$ cat src/rtl/spim_pkg.sv
package spim_pkg;
  typedef enum logic [1:0] {
    RATE_DIV4  = 2'd0,
    RATE_DIV16 = 2'd1,
    RATE_DIV64 = 2'd2,
    RATE_TMR   = 2'd3
  } rate_e;
endpackage

$ cat src/rtl/spim_clkgen.sv
// Produces one-cycle step pulses, one per half period of the serial clock.
module spim_clkgen
  import spim_pkg::*;
#(
  parameter int HALF_A = 2,
  parameter int HALF_B = 8,
  parameter int HALF_C = 32
) (
  input  logic  clk,
  input  logic  rst_n,
  input  logic  run,
  input  rate_e rate,
  input  logic  tmr_tick,
  output logic  step
);
  localparam int CW = $clog2(HALF_C + 1);

  logic [CW-1:0] cnt_q, cnt_d, limit;
  logic          hit;

  always_comb begin
    case (rate)
      RATE_DIV4:  limit = CW'(HALF_A - 1);
      RATE_DIV16: limit = CW'(HALF_B - 1);
      default:    limit = CW'(HALF_C - 1);
    endcase
    hit   = (cnt_q == limit);
    step  = run && ((rate == RATE_TMR) ? tmr_tick : hit);
    cnt_d = (!run || hit || rate == RATE_TMR) ? '0 : cnt_q + 1'b1;
  end

  always_ff @(posedge clk or negedge rst_n) begin
    if (!rst_n) cnt_q <= '0;
    else        cnt_q <= cnt_d;
  end

  // fixed dividers never give steps in back-to-back cycles
  p_step_gap_r2: assert property (@(posedge clk) disable iff (!rst_n)
    (step && rate != RATE_TMR) |=> !step);
endmodule

$ cat src/rtl/spim_shifter.sv
// Step counter, serial clock phase, transmit and receive shift registers.
module spim_shifter #(
  parameter int W = 8
) (
  input  logic         clk,
  input  logic         rst_n,
  input  logic         start,
  input  logic [W-1:0] tx_load,
  input  logic         step,
  input  logic         cpol,
  input  logic         early,
  input  logic         smp_end,
  input  logic         sdi,
  output logic         run,
  output logic         sclk,
  output logic         sdo,
  output logic         done,
  output logic [W-1:0] rx_byte
);
  localparam int STEPS = 2 * W;
  localparam int KW    = $clog2(STEPS + 1);

  logic          run_q, run_d, act_q, act_d, sdo_q, sdo_d;
  logic [KW-1:0] k_q, k_d, last;
  logic [W-1:0]  tx_q, tx_d, rx_q, rx_d, rx_next;
  logic          lead, tog, shift_ev, samp_ev;

  always_comb begin
    lead     = ~k_q[0];
    tog      = (k_q < KW'(STEPS));
    shift_ev = early ? (!lead && k_q < KW'(STEPS - 2)) : (lead && tog);
    if (early) samp_ev = smp_end ? !lead : lead;
    else       samp_ev = smp_end ? (lead && k_q != '0) : !lead;
    last     = (!early && smp_end) ? KW'(STEPS) : KW'(STEPS - 1);
    rx_next  = {rx_q[W-2:0], sdi};
    done     = run_q && step && (k_q == last);
    rx_byte  = samp_ev ? rx_next : rx_q;

    run_d = run_q;
    act_d = act_q;
    k_d   = k_q;
    tx_d  = tx_q;
    rx_d  = rx_q;
    sdo_d = sdo_q;
    if (start) begin
      run_d = 1'b1;
      act_d = 1'b0;
      k_d   = '0;
      if (early) begin
        sdo_d = tx_load[W-1];
        tx_d  = {tx_load[W-2:0], 1'b0};
      end else begin
        tx_d  = tx_load;
      end
    end else if (run_q && step) begin
      k_d = k_q + 1'b1;
      if (tog) act_d = ~act_q;
      if (shift_ev) begin
        sdo_d = tx_q[W-1];
        tx_d  = {tx_q[W-2:0], 1'b0};
      end
      if (samp_ev) rx_d = rx_next;
      if (done) run_d = 1'b0;
    end
  end

  always_ff @(posedge clk or negedge rst_n) begin
    if (!rst_n) begin
      run_q <= 1'b0;
      act_q <= 1'b0;
      k_q   <= '0;
      tx_q  <= '0;
      rx_q  <= '0;
      sdo_q <= 1'b0;
    end else begin
      run_q <= run_d;
      act_q <= act_d;
      k_q   <= k_d;
      tx_q  <= tx_d;
      rx_q  <= rx_d;
      sdo_q <= sdo_d;
    end
  end

  assign run  = run_q;
  assign sclk = cpol ^ act_q;
  assign sdo  = sdo_q;

  // with early output, bit 7 is on the line right after the start
  p_sdo_early_r4: assert property (@(posedge clk) disable iff (!rst_n)
    ($rose(run_q) && early) |-> (sdo_q == $past(tx_load[W-1])));
  // a finished transfer leaves the clock phase at rest
  p_phase_rest_r3: assert property (@(posedge clk) disable iff (!rst_n)
    $fell(run_q) |-> !act_q);
endmodule

$ cat src/rtl/spim_master.sv
// Top: receive buffer, flags, output enable.
module spim_master
  import spim_pkg::*;
#(
  parameter int DATA_W = 8,
  parameter int HALF_A = 2,
  parameter int HALF_B = 8,
  parameter int HALF_C = 32
) (
  input  logic              clk,
  input  logic              rst_n,
  input  logic              cfg_cpol,
  input  logic              cfg_early,
  input  logic              cfg_smp_end,
  input  logic [1:0]        cfg_rate,
  input  logic              cfg_rx_only,
  input  logic              tmr_tick,
  input  logic              wr_en,
  input  logic [DATA_W-1:0] wr_data,
  input  logic              rd_en,
  input  logic              irq_clr,
  input  logic              wcol_clr,
  input  logic              ovf_clr,
  input  logic              sdi,
  output logic              sclk,
  output logic              sdo,
  output logic              sdo_oe,
  output logic [DATA_W-1:0] rd_data,
  output logic              busy,
  output logic              irq,
  output logic              wcol,
  output logic              ovf
);
  logic              start, step, done, run;
  logic [DATA_W-1:0] rx_byte;
  logic [DATA_W-1:0] buf_q, buf_d;
  logic              full_q, full_d, irq_q, irq_d, wcol_q, wcol_d, ovf_q, ovf_d;

  assign start = wr_en && !run;

  spim_clkgen #(.HALF_A(HALF_A), .HALF_B(HALF_B), .HALF_C(HALF_C)) u_clk (
    .clk(clk), .rst_n(rst_n), .run(run), .rate(rate_e'(cfg_rate)),
    .tmr_tick(tmr_tick), .step(step)
  );

  spim_shifter #(.W(DATA_W)) u_shf (
    .clk(clk), .rst_n(rst_n), .start(start), .tx_load(wr_data), .step(step),
    .cpol(cfg_cpol), .early(cfg_early), .smp_end(cfg_smp_end), .sdi(sdi),
    .run(run), .sclk(sclk), .sdo(sdo), .done(done), .rx_byte(rx_byte)
  );

  always_comb begin
    buf_d  = buf_q;
    full_d = full_q;
    if (rd_en) full_d = 1'b0;
    if (done && !full_q) begin
      buf_d  = rx_byte;
      full_d = 1'b1;
    end
    irq_d  = done ? 1'b1 : (irq_clr ? 1'b0 : irq_q);
    wcol_d = (wr_en && run) ? 1'b1 : (wcol_clr ? 1'b0 : wcol_q);
    ovf_d  = (done && full_q) ? 1'b1 : (ovf_clr ? 1'b0 : ovf_q);
  end

  always_ff @(posedge clk or negedge rst_n) begin
    if (!rst_n) begin
      buf_q  <= '0;
      full_q <= 1'b0;
      irq_q  <= 1'b0;
      wcol_q <= 1'b0;
      ovf_q  <= 1'b0;
    end else begin
      buf_q  <= buf_d;
      full_q <= full_d;
      irq_q  <= irq_d;
      wcol_q <= wcol_d;
      ovf_q  <= ovf_d;
    end
  end

  assign rd_data = buf_q;
  assign busy    = run;
  assign irq     = irq_q;
  assign wcol    = wcol_q;
  assign ovf     = ovf_q;
  assign sdo_oe  = !cfg_rx_only;

  // clock rests at the polarity level between transfers
  p_idle_level_r3: assert property (@(posedge clk) disable iff (!rst_n)
    !busy |-> (sclk == cfg_cpol));
  // write during a transfer raises the collision flag
  p_collide_r9: assert property (@(posedge clk) disable iff (!rst_n)
    (wr_en && busy) |=> wcol);
  // overflow keeps the older byte
  p_no_overflow_r10: assert property (@(posedge clk) disable iff (!rst_n)
    (done && full_q) |=> (ovf && $stable(rd_data)));
  // completion into an empty buffer stores the byte and raises irq
  p_load_r8: assert property (@(posedge clk) disable iff (!rst_n)
    (done && !full_q) |=> (irq && rd_data == $past(rx_byte) && !busy));
  // irq holds until cleared
  p_irq_hold_r11: assert property (@(posedge clk) disable iff (!rst_n)
    (irq && !irq_clr) |=> irq);
endmodule

$ cat config.mk
export PLATFORM = sky130hd
export DESIGN_NAME = spim_master
export DESIGN_NICKNAME = d
export VERILOG_FILES = /design/src/rtl/spim_pkg.sv /design/src/rtl/spim_clkgen.sv /design/src/rtl/spim_shifter.sv /design/src/rtl/spim_master.sv
export SDC_FILE = /design/constraint.sdc
export NUM_CORES = 1
export LEC_CHECK = 0
export BUFFER_PORTS_ARGS = -buffer_cell sky130_fd_sc_hd__buf_2
export CORE_ASPECT_RATIO = 1.1
export CORE_MARGIN = 1
export CORE_UTILIZATION = 30
export DETAILED_ROUTE_END_ITERATION = 12
export PLACE_DENSITY = 0.44
export SYNTH_ARGS = -nofsm -noshare
export SYNTH_HDL_FRONTEND = slang
export SYNTH_SLANG_ARGS = --single-unit
$ cat constraint.sdc
create_clock -name clk -period 3.35 [get_ports clk]
set_input_delay 0.67 -clock clk [delete_from_list [all_inputs] [get_ports clk]]
set_output_delay 0.67 -clock clk [all_outputs]
set_load 0.05 [all_outputs]
# After elaboration in Yosys (flattened, before gate mapping)
# Index checks and enable logic that the tools add are counted.
[word_totals] in_bits=23 regBits=42 wordCells=90
[op_classes] add_sub_neg=2 mux=33 eq_ne=5 bitwise=4 reduce_logical=32 magnitude_cmp=2
[ops] operator="2-to-1 mux 8 bit" count=5
[ops] operator="2-to-1 mux 1 bit" count=23
[ops] operator="nonzero test 2 bit" count=8
[ops] operator="2-to-1 mux 5 bit" count=3
[ops] operator="logical AND 1 bit" count=11
[ops] operator="one-hot mux 5 bit (2 select lines)" count=1
[ops] operator="AND reduction 2 bit" count=4
[ops] operator="adder 6 x 1 -> 6 bit, second input constant" count=1
[ops] operator="== test 6 x 5 -> 1 bit" count=1
[ops] operator="2-to-1 mux 6 bit" count=1
[ops] operator="adder 5 x 1 -> 5 bit, second input constant" count=1
[ops] operator="== test 5 bit" count=1
[ops] operator="less-than comparator 5 x 4 -> 1 bit, second input constant" count=1
[ops] operator="less-than comparator 5 bit, second input constant" count=1
[ops] operator="nonzero test 5 bit" count=1
[ops] operator="logical NOT 1 bit" count=4
[ops] operator="inverter 1 bit" count=3
[ops] operator="AND reduction 3 bit" count=1
[ops] operator="== test 2 x 1 -> 1 bit, second input constant" count=1
[ops] operator="== test 2 bit, second input constant" count=1
[ops] operator="logical NOT 2 bit" count=1
[ops] operator="logical OR 1 bit" count=2
[ops] operator="inequality test 2 bit, second input constant" count=1
[ops] operator="bitwise XOR 1 bit" count=1

# Longest topological paths before layout
# Gate-level depths: netlist of the first run.
[depth] word_depth=10 depth_mapped=8 ltp_nobuf=6

# By module
# A second synthesis of the first run with hierarchy kept.
[hier_totals] hier_cells=225 area_unflattened_um2=2416.1
[by_module_without_submodules] module="spim_shifter" area_per_inst_um2=1540.2 n_inst=1 cells_per_inst=153 seq_area_each_um2=600.6
[by_module_without_submodules] module="spim_master" area_per_inst_um2=500.5 n_inst=1 cells_per_inst=34 seq_area_each_um2=300.3
[by_module_without_submodules] module="spim_clkgen" area_per_inst_um2=375.4 n_inst=1 cells_per_inst=38 seq_area_each_um2=150.1

# Worst setup path before layout of the first run
# Ideal clock, no wire load.
[synth_timing] path_kind="in2out" startpoint="input port cfg_cpol" endpoint="output port sclk" arrival_ps=1427 setup_slack_ps=1253 path_stages=1 n_path_buf=0 path_cell_list="xor2_1"
[synth_between] elab_chain_cells=1
[synth_lines] item="from (decl)" line="spim_master.sv:12" rtl="input logic cfg_cpol,"
[synth_lines] item="bitwise XOR 1 bit" line="spim_shifter.sv:86" rtl="assign sclk = cpol ^ act_q;"
[synth_lines] item="to (decl)" line="spim_master.sv:25" rtl="output logic sclk,"
# No other way between the ends.

# Worst setup path after layout of the first run
[layout_timing] startpoint="input port cfg_early" endpoint="register buf_q[0] (netlist: rd_data[0])"
[layout_between] elab_chain_cells=6 word_cells_on_any_way=8
[layout_lines] item="from (decl)" line="spim_master.sv:13" rtl="input logic cfg_early,"
[layout_lines] item="logical NOT 1 bit" line="spim_shifter.sv:34" rtl="last = (!early && smp_end) ? KW'(STEPS) : KW'(STEPS - 1);"
[layout_lines] item="logical AND 1 bit" line="spim_shifter.sv:34"
[layout_lines] item="2-to-1 mux 5 bit" line="spim_shifter.sv:34"
[layout_lines] item="== test 5 bit" line="spim_shifter.sv:36" rtl="done = run_q && step && (k_q == last);"
[layout_lines] item="logical AND 1 bit" line="spim_shifter.sv:36"
[layout_lines] item="logical AND 1 bit" line="spim_master.sv:56" rtl="if (done && !full_q) begin"
[layout_lines] item="to (signal assigned)" line="spim_master.sv:73" rtl="buf_q <= buf_d;"
[layout_lines] item="to (decl)" line="spim_master.sv:36" rtl="logic [DATA_W-1:0] buf_q, buf_d;"
# Parallel ways exist; a longest one is shown, timed or not.
# A chain may end at the register's enable or synchronous reset.

==> results.py, run 1 <==
metrics = {
    "min_path": {
        "hold_path.class": "register to register",
        "hp-start": "u_clk.cnt_q[0]",
    },
    "logic_synthesis": {
        "syn_inst": 205,
        "synth_top_family_by_area": "compound AO/OA/AOI/OAI gates",
        "synth_xor_area_share_pct": 2.649,
        "syn-num-nets": 231,
        "synthAdderAreaFrac_pct": 1.656,
        "ys_warn_count": 0,
        "synthTopCellsByArea": "dfrtp_1 (46%), mux2_2 (12%), a211oi_1 (4.6%), a211oi_2 (4.4%), nor2_1 (3.1%)",
        "synth-seq-cells": 42,
        "post_synth.cell_area_avg_um2": 11.06,
        "synth_edf_count": 0,
        "synth_seq_area_share_pct": 46.36,
        "synthArstFlopShare_pct": 100.0,
        "yosysTopAreaCellShare_pct": 46.36,
        "syn_area_um2": 2267,
        "synth_top_cell_by_area": "dfrtp_1",
        "synth-simple-area-share_pct": 11.64,
        "synth-compound-area-share_pct": 17.11,
        "synth.area.mux_share_pct": 16.06,
        "ys_types": 41,
        "synth-main-ff-cell": "dfrtp_1",
    },
    "place": {
        "gp_routability_congestion": 0.7448,
        "portBuffers": 37,
        "dpl.hpwl_mm": 3.341,
    },
    "grt": {
        "grt_pass1_wl_mm": 8.252,
        "antenna_found_initial": 0,
        "grt_pass1_vias": 1640,
        "overflow": 0,
        "grt_use_total_pct": 13.54,
        "grt_max_degree": 43,
    },
    "power": {
        "sequentialPowerShare_pct": 45.8,
        "vdd_drop_max_mv": 0.2138,
        "clockPowerShare_pct": 20.5,
        "power_frac_comb_pct": 33.7,
        "p_int_mw": 1.056,
        "netSwitchingFraction_pct": 37.75,
        "power.leakage_nw": 1.203,
        "p_sw_uw": 640.6,
        "cellPowerDensity_nw_per_um2": 655.8,
    },
    "clocking": {
        "clock_latency_ps": 300,
        "postCtsHoldBufs": 0,
        "post_cts_buffers": 0,
        "path_clk_slew_ps": 90,
        "root_buffer": "clkbuf_8",
        "cts_buffer_depth": 2,
        "htree_levels": 2,
        "cts_tree": "built",
        "clock-sinks": 42,
        "ctsResizeCount": 0,
        "cts_buffers": 5,
    },
    "setup_path": {
        "crit_required_ps": 3550,
        "cp-startpoint": "cfg_early",
        "r2r_start": "u_shf.k_q[0]",
        "path_class": "input pin to register",
        "cpPeakStageDelay_ps": 540,
        "critPathSlowestCell": "o31ai_1",
        "cp.arrival_ps": 2500,
        "end_kind": "register",
        "worstPathCellList": "buf_2, nor2b_1, o31ai_1, o211a_1, mux2_2",
        "startpoint_type": "input pin",
        "cp_num_buf_inv": 1,
        "cpLargestDelayFamily": "compound AO/OA/AOI/OAI gates",
        "worstPathMaxFanout": 21,
    },
    "route": {
        "drc_errors": 1,
        "dr_total_vias": 1641,
        "via_per_inst": 5.034,
        "wl_per_cell_um": 15.13,
        "drt_iter0_markers": 65,
        "drt-total-wl_mm": 4.932,
        "drt.antenna.violating_nets": 0,
        "drt-pass1-iter-count": 10,
    },
    "floorplan": {
        "rows": 32,
        "dieWidth_um": 84.89,
        "design.core.area_um2": 7167,
        "dieArea_um2": 7909,
        "die_h_um": 93.18,
        "ios": 38,
        "initial_utilization_pct": 31.63,
    },
    "finish": {
        "num_antenna_cells": 0,
        "nets": 266,
        "drive_above_1_share_pct": 34.85,
        "area_growth_pct": 14.13,
    },
    "sta": {
        "relSlewSlack_pct": 34.00,
        "fin_skew_ps": 4.929,
        "slew_violations": 0,
        "fin_crit_ps": 2309,
        "setup-violations-final": 0,
        "rsz0062_at_grt": "false",
        "fin_hold_ws_ps": 494.8,
        "hold_viol": 0,
        "max_clock_freq_mhz": 433.0,
        "fin_tns_setup_ps": 0,
        "post-route-period-util_pct": 68.94,
        "tightest_slew_ps": 989.9,
    },
    "run": {
        "maxCapViolations": 0,
    },
    "outcome": {
        "run_status": "finished, violations left",
        "violations": "DRC",
    },
}
## flip-flops by register name (all words and copies together), names as in the netlist
| register | cells |
|---|---|
| u_shf.run | 1 |
| u_shf.sdo | 1 |
| rd_data | 8 |
| u_shf.tx_q | 8 |
| wcol | 1 |
| u_shf.act_q | 1 |
| u_shf.k_q | 5 |
| irq | 1 |
| ovf | 1 |
| full_q | 1 |
| u_clk.cnt_q | 6 |
| u_shf.rx_q | 8 |
## synthesized netlist by cell type (2+ instances only)
cell,n
a211oi_1,14
a211oi_2,8
a21o_1,2
a21oi_1,2
a31oi_1,3
buf_4,2
buf_6,3
clkbuf_1,4
dfrtp_1,42
ha_1,3
inv_1,9
mux2_2,25
mux2i_1,6
nand2_1,13
nand3_1,3
nand4_1,3
nor2_1,19
nor2b_1,10
o21ai_0,7
o21ai_2,2
o31ai_1,2
xnor2_1,2
xor2_1,3
## logic make-up (layout without fill, tap and decap cells)
kind of cell / count (synthesis) / after routing
simple gates: 55 / 55
mux: 32 / 32
flops: 42 / 42
buf+inv: 19 / 55
xor+xnor: 6 / 6
fa+ha+maj: 3 / 3
compound gates: 48 / 48
## worst reg2reg max path, stage by stage (launching register included)
cell     delay, ps
dfrtp_1        510
nor3_1         320
a31oi_1        170
mux2i_4        360
a21o_1         350
mux2_2         380
## metal layers
metal | share of wire [%] | vias up | global-route usage, %
li1 | - | 804 | -
met1 | 48 | 796 | 17.41
met2 | 47 | 36 | 22.49
met3 | 3.6 | 5 | 3.001
met4 | 1.4 | 0 | 4.661
met5 | 0 | - | 0
## cell type report
type,instances,area [µm²]
fill,743,4579
timing repair buffer,38,192.7
inverter,9,33.78
clock buffer,5,68.82
clock inverter,3,21.27
multi-input combinational,144,1114
tap,85,106.4
sequential,42,1051
## through the flow
stage	worst slack [ps]	total power [mW]	std cells	area (µm²)	util, %
3_3_place_gp	715.0	1.361	318	2497	34.85
5_1_grt	888.3	1.820	326	2587	36.10
3_5_place_dp	678.4	1.367	318	2497	34.85
4_1_cts	994.2	1.717	326	2587	36.10
6_report	1041	1.697	326	2587	36.10
2_1_floorplan	1253	1.243	205	2267	-
## power groups by stage
stage | combinational (mW) | sequential, mW | clock (mW)
floorplan | 0.456 | 0.787 | 0
CTS | 0.582 | 0.778 | 0.357
detailed placement | 0.580 | 0.788 | 0
global placement | 0.573 | 0.788 | 0
finish | 0.572 | 0.778 | 0.347
global route | 0.633 | 0.801 | 0.386
## worst paths after layout
kind                                  endpoint  slack (ps)  cells after the start
worst min register to register  u_clk.cnt_q[0]         490                      1
min in group asynchronous       u_clk.cnt_q[5]         520                      1
worst min-delay path            u_clk.cnt_q[0]         490                      1
worst max-delay path                rd_data[0]        1040                      5
worst max register to register   u_shf.rx_q[2]        1160                      5
max in group asynchronous         u_shf.k_q[3]        2220                      1
## cells in the final DEF, fill, tap and decap left out, types with 2 or more instances in the layout
cell type / netlist / final
clkbuf_8: 0 / 5
a211oi_1: 14 / 14
mux2_2: 25 / 25
xnor2_1: 2 / 2
o21ai_0: 7 / 7
mux2i_1: 6 / 6
nor2b_1: 10 / 10
nand2_1: 13 / 13
o21ai_2: 2 / 2
a31oi_1: 3 / 3
xor2_1: 3 / 3
inv_1: 9 / 9
nand3_1: 3 / 3
dfrtp_1: 42 / 42
nand4_1: 3 / 3
o31ai_1: 2 / 2
nor2_1: 19 / 19
a211oi_2: 8 / 8
ha_1: 3 / 3
buf_2: 1 / 37
a21oi_1: 2 / 2
a21o_1: 2 / 2
Power figures use the tool's default switching activity.
==> run 2, diff against run 1 <==
--- a/config.mk
+++ b/config.mk
@@ -10,7 +10,7 @@
 export CORE_MARGIN = 1
 export CORE_UTILIZATION = 30
 export DETAILED_ROUTE_END_ITERATION = 12
-export PLACE_DENSITY = 0.44
+export PLACE_DENSITY = 0.46
 export SYNTH_ARGS = -nofsm -noshare
 export SYNTH_HDL_FRONTEND = slang
 export SYNTH_SLANG_ARGS = --single-unit
==> constraint.sdc (replaced) <==
create_clock -name clk -period 2.1 [get_ports clk]
set_input_delay 0.42 -clock clk [delete_from_list [all_inputs] [get_ports clk]]
set_output_delay 0.42 -clock clk [all_outputs]
set_load 0.05 [all_outputs]
==> run 2 against run 1 <==
  * The flow still finishes with violations (DRC)
  * Clock power rose by 86%
  * Combinational power up 75%
  * Critical path depth is the same
  * First-iteration DRC count decreased by 9.2%
  * Sequential power grew 56%
  * Count of clock-buffer cells in the layout stayed put
  * Design area increased by 4.9%
  * Global-route usage is 1.2 points lower
  * Total power rose by 68%
  * Wire length decreased by 6.7%
  * Die area is the same
  * Critical path type is now register to register
  * Highest routed layer unchanged
==> results.py, run 2 (synthesis gave the netlist of run 1 again) <==
metrics = {
    "setup_path": {
        "critPathSlowestCell": "dfrtp_1",
        "r2r_slack_ps": 120,
        "r2r-end": "rd_data[1]",
        "worstPathMaxFanout": 9,
        "worstPathCellList": "nor3_1, a31oi_1, mux2i_4, mux2_2, mux2_2",
        "crit_required_ps": 2280,
        "path_class": "register to register",
        "cp.arrival_ps": 2170,
        "startpoint_type": "register",
        "r2r_start": "u_shf.k_q[0]",
        "cp_num_buf_inv": 0,
        "reg2reg_depth": 5,
        "cpPeakStageDelay_ps": 450,
        "end_kind": "register",
        "critical_path.most_common_cell": "mux2_2",
        "cpLargestDelayFamily": "multiplexers",
    },
    "clocking": {
        "cts_tree": "built",
        "cts_buffer_depth": 2,
        "clock-sinks": 42,
        "htree_levels": 2,
        "cts_buffers": 5,
        "root_buffer": "clkbuf_8",
        "path_clk_slew_ps": 80,
        "clock_latency_ps": 300,
    },
    "floorplan": {
        "initial_utilization_pct": 31.63,
        "dieWidth_um": 84.89,
        "dieArea_um2": 7909,
        "ios": 38,
        "die_h_um": 93.18,
        "design.core.area_um2": 7167,
        "rows": 32,
    },
    "outcome": {
        "violations": "DRC",
        "run_status": "finished, violations left",
    },
    "run": {
        "maxCapViolations": 0,
    },
    "finish": {
        "n_fill_cell": 707,
        "final_common_cell": "dfrtp_1",
        "seqCellArea_um2": 1051,
        "num_antenna_cells": 0,
        "final_core_util_pct": 37.88,
        "area_growth_pct": 19.76,
        "drive_above_1_share_pct": 38.34,
        "final_area_um2": 2715,
        "nets": 278,
        "layout_common_cells": "dfrtp_1 (42), buf_2 (37), mux2_2 (25)",
        "multiInputGateArea_um2": 1115,
    },
    "grt": {
        "overflow": 0,
        "grt_max_degree": 27,
        "grt_pass1_wl_mm": 7.624,
        "grt_use_total_pct": 12.31,
        "antenna_found_initial": 0,
        "grt_pass1_vias": 1634,
    },
    "sta": {
        "post-route-period-util_pct": 94.42,
        "rsz0062_at_grt": "false",
        "relSlewSlack_pct": 58.08,
        "tightest_slew_ps": 628.8,
        "fin_hold_ws_ps": 55.93,
        "fin_crit_ps": 1983,
        "max_clock_freq_mhz": 504.3,
        "slew_violations": 0,
        "hold_viol": 0,
        "fin_skew_ps": 11.39,
        "setup-violations-final": 0,
        "fin_tns_setup_ps": 0,
    },
    "route": {
        "drt.antenna.violating_nets": 0,
        "drt_iter0_markers": 59,
        "dr_total_vias": 1628,
        "drc_errors": 1,
        "drt-total-wl_mm": 4.602,
        "wl_per_cell_um": 13.62,
        "drt-pass1-iter-count": 8,
        "via_per_inst": 4.817,
    },
    "min_path": {
        "hold_path.class": "input pin to async pin",
    },
    "power": {
        "sequentialPowerShare_pct": 42.4,
        "cellPowerDensity_nw_per_um2": 1053,
        "power_frac_comb_pct": 35.0,
        "netSwitchingFraction_pct": 34.80,
        "p_sw_uw": 994.7,
        "vdd_drop_max_mv": 0.4086,
        "power.leakage_nw": 1.274,
        "p_int_mw": 1.864,
        "clockPowerShare_pct": 22.6,
        "power_mw": 2.859,
    },
    "place": {
        "portBuffers": 37,
        "dpl.hpwl_mm": 3.405,
        "placed_area_um2": 2600,
        "gp_routability_congestion": 0.7679,
    },
}
## run 2: final cells by class
class                   count  area share, %
clock buffers               5          2.535
clock inverters             3          1.659
inverters                   9          1.244
multi-input cells         144          41.06
flip-flops and latches     42          38.71
well taps                  85          3.917
repair buffers             50          10.88
## run 2: through the flow
step                setup WS, ps  std cells
floorplan                  129.2        205
global placement           89.01        330
detailed placement         30.07        330
CTS                        24.58        338
global route               19.09        338
finish                     117.2        338
## run 2: worst reg2reg max path, stage by stage, from the launching register on
cell	delay, ps
dfrtp_1	450
nor3_1	270
a31oi_1	160
mux2i_4	360
mux2_2	380
mux2_2	260
## run 2: power groups by stage
stage / sequential (mW) / combinational [mW] / clock [mW]
floorplan: 1.26 / 0.727 / 0
global route: 1.25 / 1.11 / 0.700
global placement: 1.23 / 1.00 / 0
detailed placement: 1.22 / 1.01 / 0
finish: 1.21 / 1.00 / 0.646
CTS: 1.21 / 1.02 / 0.674
## run 2: layer usage
layer,vias up,track usage (%),routed length [µm]
met3,5,2.648,194
met4,0,4.661,59
met1,766,15.12,2243
li1,830,-,-
met2,27,21.21,2105
met5,-,0,0
## run 2: worst max-delay path by stage
stage,start,end,cells after the start
floorplan,u_shf.run,rd_data[0],5
global placement,cfg_smp_end,u_shf.rx_q[0],5
detailed placement,u_shf.k_q[0],u_shf.rx_q[3],5
CTS,u_shf.k_q[0],u_shf.rx_q[0],5
global route,u_shf.k_q[0],rd_data[1],5
finish,u_shf.k_q[0],rd_data[1],5
## run 2: repair_timing
item	CTS	global route
hold buffers	0	0
endpoints found under the setup margin	0	8
gates resized for setup	0	1
setup buffers	0	0
